File: config.mk
export PLATFORM = sky130hd
export DESIGN_NAME = i2c_cond_seq
export DESIGN_NICKNAME = d
export VERILOG_FILES = /design/src/rtl/i2c_cond_pkg.sv /design/src/rtl/i2c_bus_watch.sv /design/src/rtl/i2c_cond_fsm.sv /design/src/rtl/i2c_cond_seq.sv
export SDC_FILE = /design/constraint.sdc
export NUM_CORES = 1
export LEC_CHECK = 0
export BUFFER_PORTS_ARGS = -buffer_cell sky130_fd_sc_hd__buf_2
export CORE_MARGIN = 2
export CORE_UTILIZATION = 41
export CTS_CLUSTER_SIZE = 30
export DETAILED_ROUTE_END_ITERATION = 10
export SLEW_MARGIN = 20
export SYNTH_ARGS = -nofsm -noshare
export SYNTH_HDL_FRONTEND = slang
export SYNTH_SLANG_ARGS = --single-unit
File: constraint.sdc
create_clock -name clk -period 2.4 [get_ports clk]
set_input_delay 0.12 -clock clk [delete_from_list [all_inputs] [get_ports clk]]
set_output_delay 0.12 -clock clk [all_outputs]
set_load 0.02 [all_outputs]
File: src/rtl/i2c_cond_pkg.sv
package i2c_cond_pkg;

    typedef enum logic [2:0] {
        ST_IDLE,
        ST_RS_REL,
        ST_SETUP,
        ST_FALL,
        ST_P_LOW,
        ST_P_SCLH,
        ST_P_WAIT
    } seq_state_e;

    typedef enum logic [1:0] {
        KIND_NONE   = 2'b00,
        KIND_START  = 2'b01,
        KIND_RSTART = 2'b10,
        KIND_STOP   = 2'b11
    } cond_kind_e;

endpackage

File: src/rtl/i2c_bus_watch.sv
module i2c_bus_watch #(
    parameter int SYNC_LEN = 2,
    parameter int TBUF_CYC = 65
) (
    input  logic clk,
    input  logic rst_n,
    input  logic scl_i,
    input  logic sda_i,
    output logic scl_hi_o,
    output logic busy_o,
    output logic free_o,
    output logic stop_seen_o
);
    localparam int TW = $clog2(TBUF_CYC + 1);

    typedef struct packed {
        logic [SYNC_LEN-1:0] scl_sh;
        logic [SYNC_LEN-1:0] sda_sh;
        logic                scl_p;
        logic                sda_p;
        logic                busy;
        logic [TW-1:0]       tbuf;
        logic                stop_seen;
    } watch_t;

    watch_t q, d;
    logic   scl_s, sda_s, start_det, stop_det;

    assign scl_s     = q.scl_sh[SYNC_LEN-1];
    assign sda_s     = q.sda_sh[SYNC_LEN-1];
    assign start_det = scl_s && q.scl_p && q.sda_p && !sda_s;
    assign stop_det  = scl_s && q.scl_p && !q.sda_p && sda_s;

    always_comb begin
        d           = q;
        d.scl_sh    = {q.scl_sh[SYNC_LEN-2:0], scl_i};
        d.sda_sh    = {q.sda_sh[SYNC_LEN-2:0], sda_i};
        d.scl_p     = scl_s;
        d.sda_p     = sda_s;
        d.stop_seen = stop_det;
        if (start_det) begin
            d.busy = 1'b1;
            d.tbuf = '0;
        end else if (stop_det) begin
            d.busy = 1'b0;
            d.tbuf = TW'(TBUF_CYC);
        end else if (q.tbuf != '0) begin
            d.tbuf = q.tbuf - TW'(1);
        end
    end

    always_ff @(posedge clk or negedge rst_n) begin
        if (!rst_n) begin
            q.scl_sh    <= '1;
            q.sda_sh    <= '1;
            q.scl_p     <= 1'b1;
            q.sda_p     <= 1'b1;
            q.busy      <= 1'b0;
            q.tbuf      <= '0;
            q.stop_seen <= 1'b0;
        end else begin
            q <= d;
        end
    end

    assign scl_hi_o    = scl_s;
    assign busy_o      = q.busy;
    assign free_o      = !q.busy && (q.tbuf == '0);
    assign stop_seen_o = q.stop_seen;

    // a START seen on the lines marks the bus busy
    a_r4_busy_on_start: assert property (@(posedge clk) disable iff (!rst_n)
        start_det |=> busy_o);

    // a STOP seen on the lines frees it and arms the full bus-free wait
    a_r4_idle_on_stop: assert property (@(posedge clk) disable iff (!rst_n)
        stop_det |=> (!busy_o && q.tbuf == TW'(TBUF_CYC)));

    // the bus only becomes usable when the bus-free count runs out
    a_r3_free_after_gap: assert property (@(posedge clk) disable iff (!rst_n)
        $rose(free_o) |-> $past(q.tbuf) == TW'(1));

endmodule

File: src/rtl/i2c_cond_fsm.sv
module i2c_cond_fsm
    import i2c_cond_pkg::*;
#(
    parameter int PHASE_CYC = 10
) (
    input  logic       clk,
    input  logic       rst_n,
    input  logic       sta_req_i,
    input  logic       sto_req_i,
    input  logic       bus_free_i,
    input  logic       bus_busy_i,
    input  logic       scl_hi_i,
    input  logic       stop_seen_i,
    output logic       scl_oe_o,
    output logic       sda_oe_o,
    output logic       master_o,
    output logic       sta_ack_o,
    output logic       done_o,
    output logic [1:0] kind_o
);
    localparam int CW = $clog2(PHASE_CYC + 1);

    typedef struct packed {
        seq_state_e    state;
        logic [CW-1:0] cnt;
        logic          master;
        logic          rep;
        logic          done;
        cond_kind_e    kind;
    } fsm_t;

    fsm_t q, d;
    logic phase_end;

    assign phase_end = (q.cnt == CW'(PHASE_CYC - 1));

    always_comb begin
        d      = q;
        d.done = 1'b0;
        d.kind = KIND_NONE;
        unique case (q.state)
            ST_IDLE: begin
                d.cnt = '0;
                if (q.master) begin
                    if (sto_req_i) begin
                        d.state = ST_P_LOW;
                    end else if (sta_req_i) begin
                        d.state = ST_RS_REL;
                        d.rep   = 1'b1;
                    end
                end else if (sta_req_i && bus_free_i) begin
                    d.state = ST_SETUP;
                    d.rep   = 1'b0;
                end
            end
            ST_RS_REL: begin
                if (phase_end) begin
                    d.state = ST_SETUP;
                    d.cnt   = '0;
                end else begin
                    d.cnt = q.cnt + CW'(1);
                end
            end
            ST_SETUP: begin
                if (!q.rep && bus_busy_i) begin
                    d.state = ST_IDLE;
                    d.cnt   = '0;
                end else if (!scl_hi_i) begin
                    d.cnt = '0;
                end else if (phase_end) begin
                    d.state = ST_FALL;
                    d.cnt   = '0;
                end else begin
                    d.cnt = q.cnt + CW'(1);
                end
            end
            ST_FALL: begin
                if (phase_end) begin
                    d.state  = ST_IDLE;
                    d.cnt    = '0;
                    d.master = 1'b1;
                    d.done   = 1'b1;
                    d.kind   = q.rep ? KIND_RSTART : KIND_START;
                end else begin
                    d.cnt = q.cnt + CW'(1);
                end
            end
            ST_P_LOW: begin
                if (phase_end) begin
                    d.state = ST_P_SCLH;
                    d.cnt   = '0;
                end else begin
                    d.cnt = q.cnt + CW'(1);
                end
            end
            ST_P_SCLH: begin
                if (!scl_hi_i) begin
                    d.cnt = '0;
                end else if (phase_end) begin
                    d.state = ST_P_WAIT;
                    d.cnt   = '0;
                end else begin
                    d.cnt = q.cnt + CW'(1);
                end
            end
            ST_P_WAIT: begin
                if (stop_seen_i) begin
                    d.state  = ST_IDLE;
                    d.master = 1'b0;
                    d.done   = 1'b1;
                    d.kind   = KIND_STOP;
                end
            end
            default: d.state = ST_IDLE;
        endcase
    end

    always_ff @(posedge clk or negedge rst_n) begin
        if (!rst_n) begin
            q.state  <= ST_IDLE;
            q.cnt    <= '0;
            q.master <= 1'b0;
            q.rep    <= 1'b0;
            q.done   <= 1'b0;
            q.kind   <= KIND_NONE;
        end else begin
            q <= d;
        end
    end

    always_comb begin
        unique case (q.state)
            ST_IDLE:   begin scl_oe_o = q.master; sda_oe_o = q.master; end
            ST_RS_REL: begin scl_oe_o = 1'b1;     sda_oe_o = 1'b0;     end
            ST_SETUP:  begin scl_oe_o = 1'b0;     sda_oe_o = 1'b0;     end
            ST_FALL:   begin scl_oe_o = 1'b0;     sda_oe_o = 1'b1;     end
            ST_P_LOW:  begin scl_oe_o = 1'b1;     sda_oe_o = 1'b1;     end
            ST_P_SCLH: begin scl_oe_o = 1'b0;     sda_oe_o = 1'b1;     end
            default:   begin scl_oe_o = 1'b0;     sda_oe_o = 1'b0;     end
        endcase
    end

    assign master_o  = q.master;
    assign sta_ack_o = (q.state == ST_FALL) && phase_end;
    assign done_o    = q.done;
    assign kind_o    = q.kind;

    // a repeated START keeps ownership of the bus
    a_r5_rs_keeps_master: assert property (@(posedge clk) disable iff (!rst_n)
        (done_o && kind_o == KIND_RSTART) |-> ($past(q.master) && master_o));

    // a finished STOP gives up ownership
    a_r6_stop_drops_master: assert property (@(posedge clk) disable iff (!rst_n)
        (done_o && kind_o == KIND_STOP) |-> !master_o);

    // SDA is pulled for a START only after SCL was sensed high
    a_r9_fall_after_scl_high: assert property (@(posedge clk) disable iff (!rst_n)
        (q.state == ST_FALL && $past(q.state) == ST_SETUP) |-> $past(scl_hi_i));

endmodule

File: src/rtl/i2c_cond_seq.sv
module i2c_cond_seq #(
    parameter int CLK_MHZ   = 50,
    parameter int TBUF_NS   = 1300,
    parameter int PHASE_CYC = 10,
    parameter int SYNC_LEN  = 2
) (
    input  logic       clk,
    input  logic       rst_n,
    input  logic       ctl_wr_i,
    input  logic       ctl_sta_i,
    input  logic       ctl_sto_i,
    input  logic       scl_i,
    input  logic       sda_i,
    output logic       scl_oe_o,
    output logic       sda_oe_o,
    output logic       sta_o,
    output logic       sto_o,
    output logic       master_o,
    output logic       bus_busy_o,
    output logic       done_o,
    output logic [1:0] done_kind_o
);
    localparam int TBUF_CYC = (CLK_MHZ * TBUF_NS + 999) / 1000;

    typedef struct packed {
        logic sta;
        logic sto;
    } req_t;

    req_t q, d;
    logic scl_hi, bus_free, stop_seen, sta_ack;

    i2c_bus_watch #(
        .SYNC_LEN (SYNC_LEN),
        .TBUF_CYC (TBUF_CYC)
    ) u_watch (
        .clk         (clk),
        .rst_n       (rst_n),
        .scl_i       (scl_i),
        .sda_i       (sda_i),
        .scl_hi_o    (scl_hi),
        .busy_o      (bus_busy_o),
        .free_o      (bus_free),
        .stop_seen_o (stop_seen)
    );

    i2c_cond_fsm #(
        .PHASE_CYC (PHASE_CYC)
    ) u_fsm (
        .clk         (clk),
        .rst_n       (rst_n),
        .sta_req_i   (q.sta),
        .sto_req_i   (q.sto),
        .bus_free_i  (bus_free),
        .bus_busy_i  (bus_busy_o),
        .scl_hi_i    (scl_hi),
        .stop_seen_i (stop_seen),
        .scl_oe_o    (scl_oe_o),
        .sda_oe_o    (sda_oe_o),
        .master_o    (master_o),
        .sta_ack_o   (sta_ack),
        .done_o      (done_o),
        .kind_o      (done_kind_o)
    );

    always_comb begin
        d = q;
        if (ctl_wr_i) begin
            d.sta = ctl_sta_i;
            d.sto = ctl_sto_i;
        end else begin
            if (sta_ack)   d.sta = 1'b0;
            if (stop_seen) d.sto = 1'b0;
        end
    end

    always_ff @(posedge clk or negedge rst_n) begin
        if (!rst_n) begin
            q.sta <= 1'b0;
            q.sto <= 1'b0;
        end else begin
            q <= d;
        end
    end

    assign sta_o = q.sta;
    assign sto_o = q.sto;

    // the stop request only drops on a STOP seen on the bus or a host write
    a_r6_sto_clears_on_stop: assert property (@(posedge clk) disable iff (!rst_n)
        $fell(q.sto) |-> $past(stop_seen || ctl_wr_i));

    // the start request only drops when a START completes or the host writes
    a_r2_sta_clears_on_start: assert property (@(posedge clk) disable iff (!rst_n)
        $fell(q.sta) |-> $past(sta_ack || ctl_wr_i));

endmodule

==> Word-level counts from Yosys, hierarchy flattened <==
Index checks and enable logic that the tools add are counted.
{ "word_totals": {"regBits": 29, "in_bits": 7, "out_inout_bits": 9, "word_cells": 101} }
{ "op_classes": {"n_addsub": 2, "eq_ne": 19, "n_mux": 36, "reduce_logical": 29} }
{ "ops": {"columns": ["cell", "n"], "rows": [
  ["2-to-1 mux 3 bit", 14],
  ["2-to-1 mux 7 bit", 3],
  ["case mux 3 bit (7 select lines)", 1],
  ["case mux 4 bit (4 select lines)", 1],
  ["AND reduction 10 bit", 1],
  ["nonzero test 2 bit", 5],
  ["equality test 3 bit (second input constant)", 3],
  ["logical AND 1 bit", 9],
  ["2-to-1 mux 1 bit", 8],
  ["2-to-1 mux 4 bit", 2],
  ["2-to-1 mux 8 bit", 1],
  ["!= test 2 x 1 -> 1 bit (second input constant)", 4],
  ["!= test 2 bit (second input constant)", 4],
  ["logical NOT 7 bit", 1],
  ["nonzero test 7 bit", 1],
  ["subtractor 7 x 1 -> 7 bit (second input constant)", 1],
  ["equality test 3 x 2 -> 1 bit (second input constant)", 2],
  ["!= test 3 x 1 -> 1 bit (second input constant)", 2],
  ["case mux 1 bit (2 select lines)", 3],
  ["case mux 3 bit (2 select lines)", 1],
  ["OR reduction 3 bit", 2],
  ["adder 4 x 1 -> 4 bit (second input constant)", 1],
  ["equality test 4 bit (second input constant)", 1],
  ["logical NOT 1 bit", 4],
  ["10 further kinds", 11]
]} }

==> Depth between registers and ports, before layout <==
{ "logic_depth": {"word_depth": 6, "ltp_mapped": 7, "mapped_depth_nobuf": 7} }

==> Hierarchy <==
A second synthesis with hierarchy kept.
{ "unflattened": {"hier_cells": 158, "area_unflattened_um2": 1534.0} }
{ "by_module_without_submodules": {"columns": ["module", "instances", "cells_each", "area_per_inst_um2"], "rows": [
  ["i2c_cond_fsm", 1, 94, 794.5],
  ["i2c_bus_watch", 1, 57, 661.9],
  ["i2c_cond_seq", 1, 7, 77.6]
]} }

==> Least setup slack after synthesis <==
No wires, ideal clock.
{ "synth_path": {"path_type": "register to register", "from": "reg u_watch.q (netlist bit u_watch.busy_o)", "to": "reg u_fsm.q[10] (netlist bit)", "arrival_time_ns": 1.749, "required_ns": 2.275, "path_slack_ns": 0.526, "stages_incl_launch_ff": 6, "period_less_slack_ns": 1.874, "cell_sequence": "dfrtp_1 > and2b_1 > o21ai_0 > a311oi_1 > o221a_2 > mux2_2"} }
{ "synth_via": {"elab_chain_cells": 5, "elab_cells_between_ends": 10, "classes_between": "3 x eq/ne; 2 x mux; 5 x reduce/logical"} }
{ "synth_rtl": {"columns": ["item", "line_no", "rtl"], "rows": [
  ["start: declaration", "i2c_bus_watch.sv:26", "watch_t q, d;"],
  ["logical NOT 1 bit", "i2c_bus_watch.sv:68", "assign free_o = !q.busy && (q.tbuf == '0);"],
  ["logical AND 1 bit", "i2c_bus_watch.sv:68", null],
  ["logical AND 1 bit", "i2c_cond_fsm.sv:51", "end else if (sta_req_i && bus_free_i) begin"],
  ["!= test 3 x 1 -> 1 bit (no source line)", null, null],
  ["AND reduction 10 bit (no source line)", null, null],
  ["end: declaration", "i2c_cond_fsm.sv:32", "fsm_t q, d;"]
]} }
Parallel ways exist; a longest one is shown, timed or not.
A chain may end at the register's enable or synchronous reset.

==> Worst setup path in the final report <==
{ "layout_path": {"from": "reg u_fsm.q[11] (netlist bit)", "to": "reg u_fsm.q[10] (netlist bit)"} }
{ "layout_via": {"elab_chain_cells": 3, "elab_cells_between_ends": 19, "classes_between": "16 x eq/ne; 1 x mux; 2 x reduce/logical"} }
{ "layout_rtl": {"columns": ["item", "line_no", "rtl"], "rows": [
  ["equality test 3 x 2 -> 1 bit (tied with other cells)", "i2c_cond_fsm.sv:41", "unique case (q.state)"],
  ["!= test 3 x 1 -> 1 bit (no source line) (tied with other cells)", null, null],
  ["AND reduction 10 bit (no source line)", null, null]
]} }
Parallel ways exist; a longest one is shown, timed or not.

==> results.md <==
Run status
• result of the run: finished clean

Floorplan
• horizontal die dimension: 63.6 um
• num rows: 21
• full die area: 4050 sq um
• IO Pins: 16
• Core Region: 3360 sq um
• effective utilization at floorplan: 43.3%
• die boundary height: 63.6 um

Synth
• synthesized area per cell: 9.59 sq um
• Syn Nets: 163
• distinct cell type count after synthesis: 39
• cell type contributing the most total cell area after synthesis: sky130_fd_sc_hd__dfrtp_1
• cell types occupying the most area after synthesis: sky130_fd_sc_hd__dfrtp_1 (39%), sky130_fd_sc_hd__dfstp_2 (11%), sky130_fd_sc_hd__o21ai_0 (5.5%)
• main flop type after synthesis: sky130_fd_sc_hd__dfrtp_1
• Post-Synthesis Cell Area: 1460 sq um
• commonest cells in the netlist: sky130_fd_sc_hd__dfrtp_1 (23), sky130_fd_sc_hd__o21ai_0 (16), sky130_fd_sc_hd__nor2_1 (14)
• top cell type's share of synthesized area: 39.5%
• sequential share of the synthesized area: 50.3%
• number of synthesized register bits: 29
• gate count of the mapped netlist: 152
• share of synthesized registers carrying an async set or reset: 100%
• number of enable-type register cells in the synthesized netlist: 0
• Synth warnings: 0
• leading cell type by number of instances after synthesis: sky130_fd_sc_hd__dfrtp_1

STA
• final critical-path required period: 2.07 ns
• Post-Route Setup TNS: 0 ns
• final number of max-transition violations: 0
• Final Hold Vio Count: 0
• maximum clock frequency: 483 MHz
• worst-margin pin slew: 0.625 ns
• unrepaired setup endpoints after global routing: no
• number of endpoints failing setup at the final stage: 0
• final worst clock skew: 0.00513 ns
• fin crit share: 86.3%
• worst slew margin relative to its limit: 58.3%

Placed design
• number of instances in the placed design: 207
• GP Congestion: 0.861
• Post-DP Area: 1560 sq um
• estimated wirelength of the detail-placed design: 2010 um
• number of I/O port buffers: 15

Final layout
• Layout fillers: 336
• # nets final: 183
• post-layout instance area: 1670 sq um
• fraction of layout cells with a size suffix above 1: 19.7%
• diode insertion count for antenna repair: 0
• layout overhead on the synthesized area: 14.5%
• non-filler instance count after layout: 219

GRT
• wire length of the first global-routing pass: 5260 um
• maximum number of pins on one net before global-route repair: 30
• Total GRT Usage: 16.7%
• antenna violations before repair: 0
• total grt overflow: 0
• via count of the first global-routing pass: 1156

Clock tree
• H-tree Lvls: 2
• number of clock sinks: 29
• insertion delay of the later-clocked pin in the worst-skew pair: 0.32 ns
• number of buffers between clock root and the deepest sink: 2
• clock slew at the register clock pins of the worst setup and hold paths: 0.09 ns
• CTS Root Buffer Type: sky130_fd_sc_hd__clkbuf_4
• clock tree from TritonCTS: yes
• Inserted Clock Buffers: 5

Route
• starting DRC count in detailed routing: 92
• Pre-Repair DR Iteration Count: 4
• per-cell via count in the routed design: 5.27
• number of design rule violations left after detail routing: 0
• residual antenna-violating net count after detailed routing: 0
• vias post-DR: 1155
• Routed Wire Length: 2850 um
• average routed wire per standard cell: 13.0 um

Critical path
• data arrival time of the worst path: 2.28 ns
• crit path kind: reg -> reg
• highest fanout seen on the critical path: 17
• critical path required time: 2.61 ns
• type of destination of the critical path: register
• category of the worst setup path launch point: register

Min path
• HP Class: in -> reg

Power
• total power draw: 1.64 mW
• largest vdd supply drop: 0.411 mV
• leakage component of the power: 0.757 nW
• pwr dens: 982 nW/um^2

Flow run
• number of max-capacitance violations reported: 0

==> sequential cells by signal (all words and copies together) (netlist names) <==
signal and cells:
u_watch.busy_o 1, sta_o 1, u_watch.d 3, u_fsm.kind_o 2, u_fsm.master_o 1, sto_o 1
u_watch.scl_hi_o 1, u_watch.stop_seen_o 1, u_fsm.done_o 1, u_fsm.q 8, u_watch.q 9
==> worst paths after layout <==
check / cells past startpoint / slack [ns] / to / from
setup / recovery: 5 / 0.33 / u_fsm.q[10]$_DFFE_PN0P_ / u_fsm.q[11]$_DFFE_PN0P_
hold / removal: 3 / 0.01 / sta_o$_DFFE_PN0P_ / ctl_sta_i
setup reg to reg: 5 / 0.33 / u_fsm.q[10]$_DFFE_PN0P_ / u_fsm.q[11]$_DFFE_PN0P_
hold reg to reg: 0 / 0.36 / u_watch.d[9]$_DFF_PN1_ / u_watch.d[12]$_DFF_PN1_
max in group asynchronous: 2 / 1.64 / u_fsm.kind_o[1]$_DFF_PN0_ / rst_n
min in group asynchronous: 2 / 0.35 / u_fsm.q[8]$_DFFE_PN0P_ / rst_n
==> critical path, stage by stage, from the launching register on <==
cell and delay [ns]:
sky130_fd_sc_hd__dfrtp_1 0.64, sky130_fd_sc_hd__nor2_1 0.19, sky130_fd_sc_hd__nor4b_1 0.19, sky130_fd_sc_hd__a311oi_1 0.33
sky130_fd_sc_hd__o221a_2 0.29, sky130_fd_sc_hd__mux2_2 0.33
==> area by class of cell <==
| cell class | instances | area [sq um] | share of cell area (%) |
|---|---|---|---|
| well taps | 46 | 57.6 | 3.45 |
| repair buffers | 19 | 115 | 6.90 |
| flip-flops and latches | 29 | 733 | 43.9 |
| clock buffers | 7 | 65.1 | 3.90 |
| multi-input cells | 107 | 656 | 39.3 |
| clock inverters | 1 | 5.00 | 0.300 |
| inverters | 10 | 37.5 | 2.25 |
==> kinds of logic (layout without fill, tap and decap cells) <==
family | count (synthesis) | after routing | synth area share [%]
AO/OA/AOI/OAI | 37 | 37 | 15.4
XOR/XNOR | 5 | 5 | 3.00
adder cells (fa/ha/maj) | 4 | 4 | 3.43
buffers and inverters | 16 | 37 | 4.72
flip-flops | 29 | 29 | 50.3
multiplexers | 3 | 3 | 2.15
AND/OR/NAND/NOR | 58 | 58 | 21.0
==> metrics by stage <==
stage | setup WS [ns] | hold WS (ns) | util [%]
after global routing | 0.213 | 0.00406 | 49.6
final | 0.330 | 0.0141 | 49.6
after detailed placement | 0.360 | 0.180 | 46.4
after global placement | 0.396 | 0.172 | 46.4
after floorplan | 0.526 | -0.176 | -
after CTS | 0.349 | 0.00808 | 49.6
==> metal layers <==
metal | global-route usage (%) | share of wire, % | vias up
met5 | 0 | 0 | -
met4 | 6.52 | 1.5 | 0
met3 | 4.29 | 4.1 | 5
met2 | 27.5 | 51 | 28
met1 | 20.9 | 44 | 544
li1 | - | - | 578
==> cell usage in the layout (no fill, tap or decap), types with 2 or more instances in the layout <==
cell type                       count
sky130_fd_sc_hd__nor2b_1            2
sky130_fd_sc_hd__dfstp_2            6
sky130_fd_sc_hd__dfrtp_1           23
sky130_fd_sc_hd__dlygate4sd3_1      4
sky130_fd_sc_hd__a211oi_1           2
sky130_fd_sc_hd__xnor2_1            4
sky130_fd_sc_hd__clkbuf_8           2
sky130_fd_sc_hd__nand2_1           12
sky130_fd_sc_hd__inv_1             10
sky130_fd_sc_hd__nand3_1            7
sky130_fd_sc_hd__o21ai_0           16
sky130_fd_sc_hd__nor3_1             5
sky130_fd_sc_hd__o31ai_1            2
sky130_fd_sc_hd__or3_1              3
sky130_fd_sc_hd__o22ai_1            2
sky130_fd_sc_hd__a31oi_1            3
sky130_fd_sc_hd__nor4_1             3
sky130_fd_sc_hd__clkbuf_4           5
sky130_fd_sc_hd__buf_2             15
sky130_fd_sc_hd__mux2i_1            2
sky130_fd_sc_hd__a21oi_1            6
sky130_fd_sc_hd__ha_1               4
sky130_fd_sc_hd__nand2b_1           4
sky130_fd_sc_hd__nor2_1            14
==> power breakdown <==
part	internal [mW]	leakage (nW)	total [mW]	switching, mW
logic	0.272	0.355	0.575	0.303
registers	0.591	0.360	0.723	0.132
clock network	0.170	0.0413	0.341	0.171
total	1.03	0.757	1.64	0.606
==> what timing repair did <==
| action | CTS | global route |
|---|---|---|
| setup buffers | 0 | 0 |
| setup endpoints to repair | 0 | 0 |
| hold buffers | 4 | 0 |
| gates resized for setup | 0 | 0 |
| hold endpoints to repair | 26 | 0 |
(Power assumes the default switching activity.)
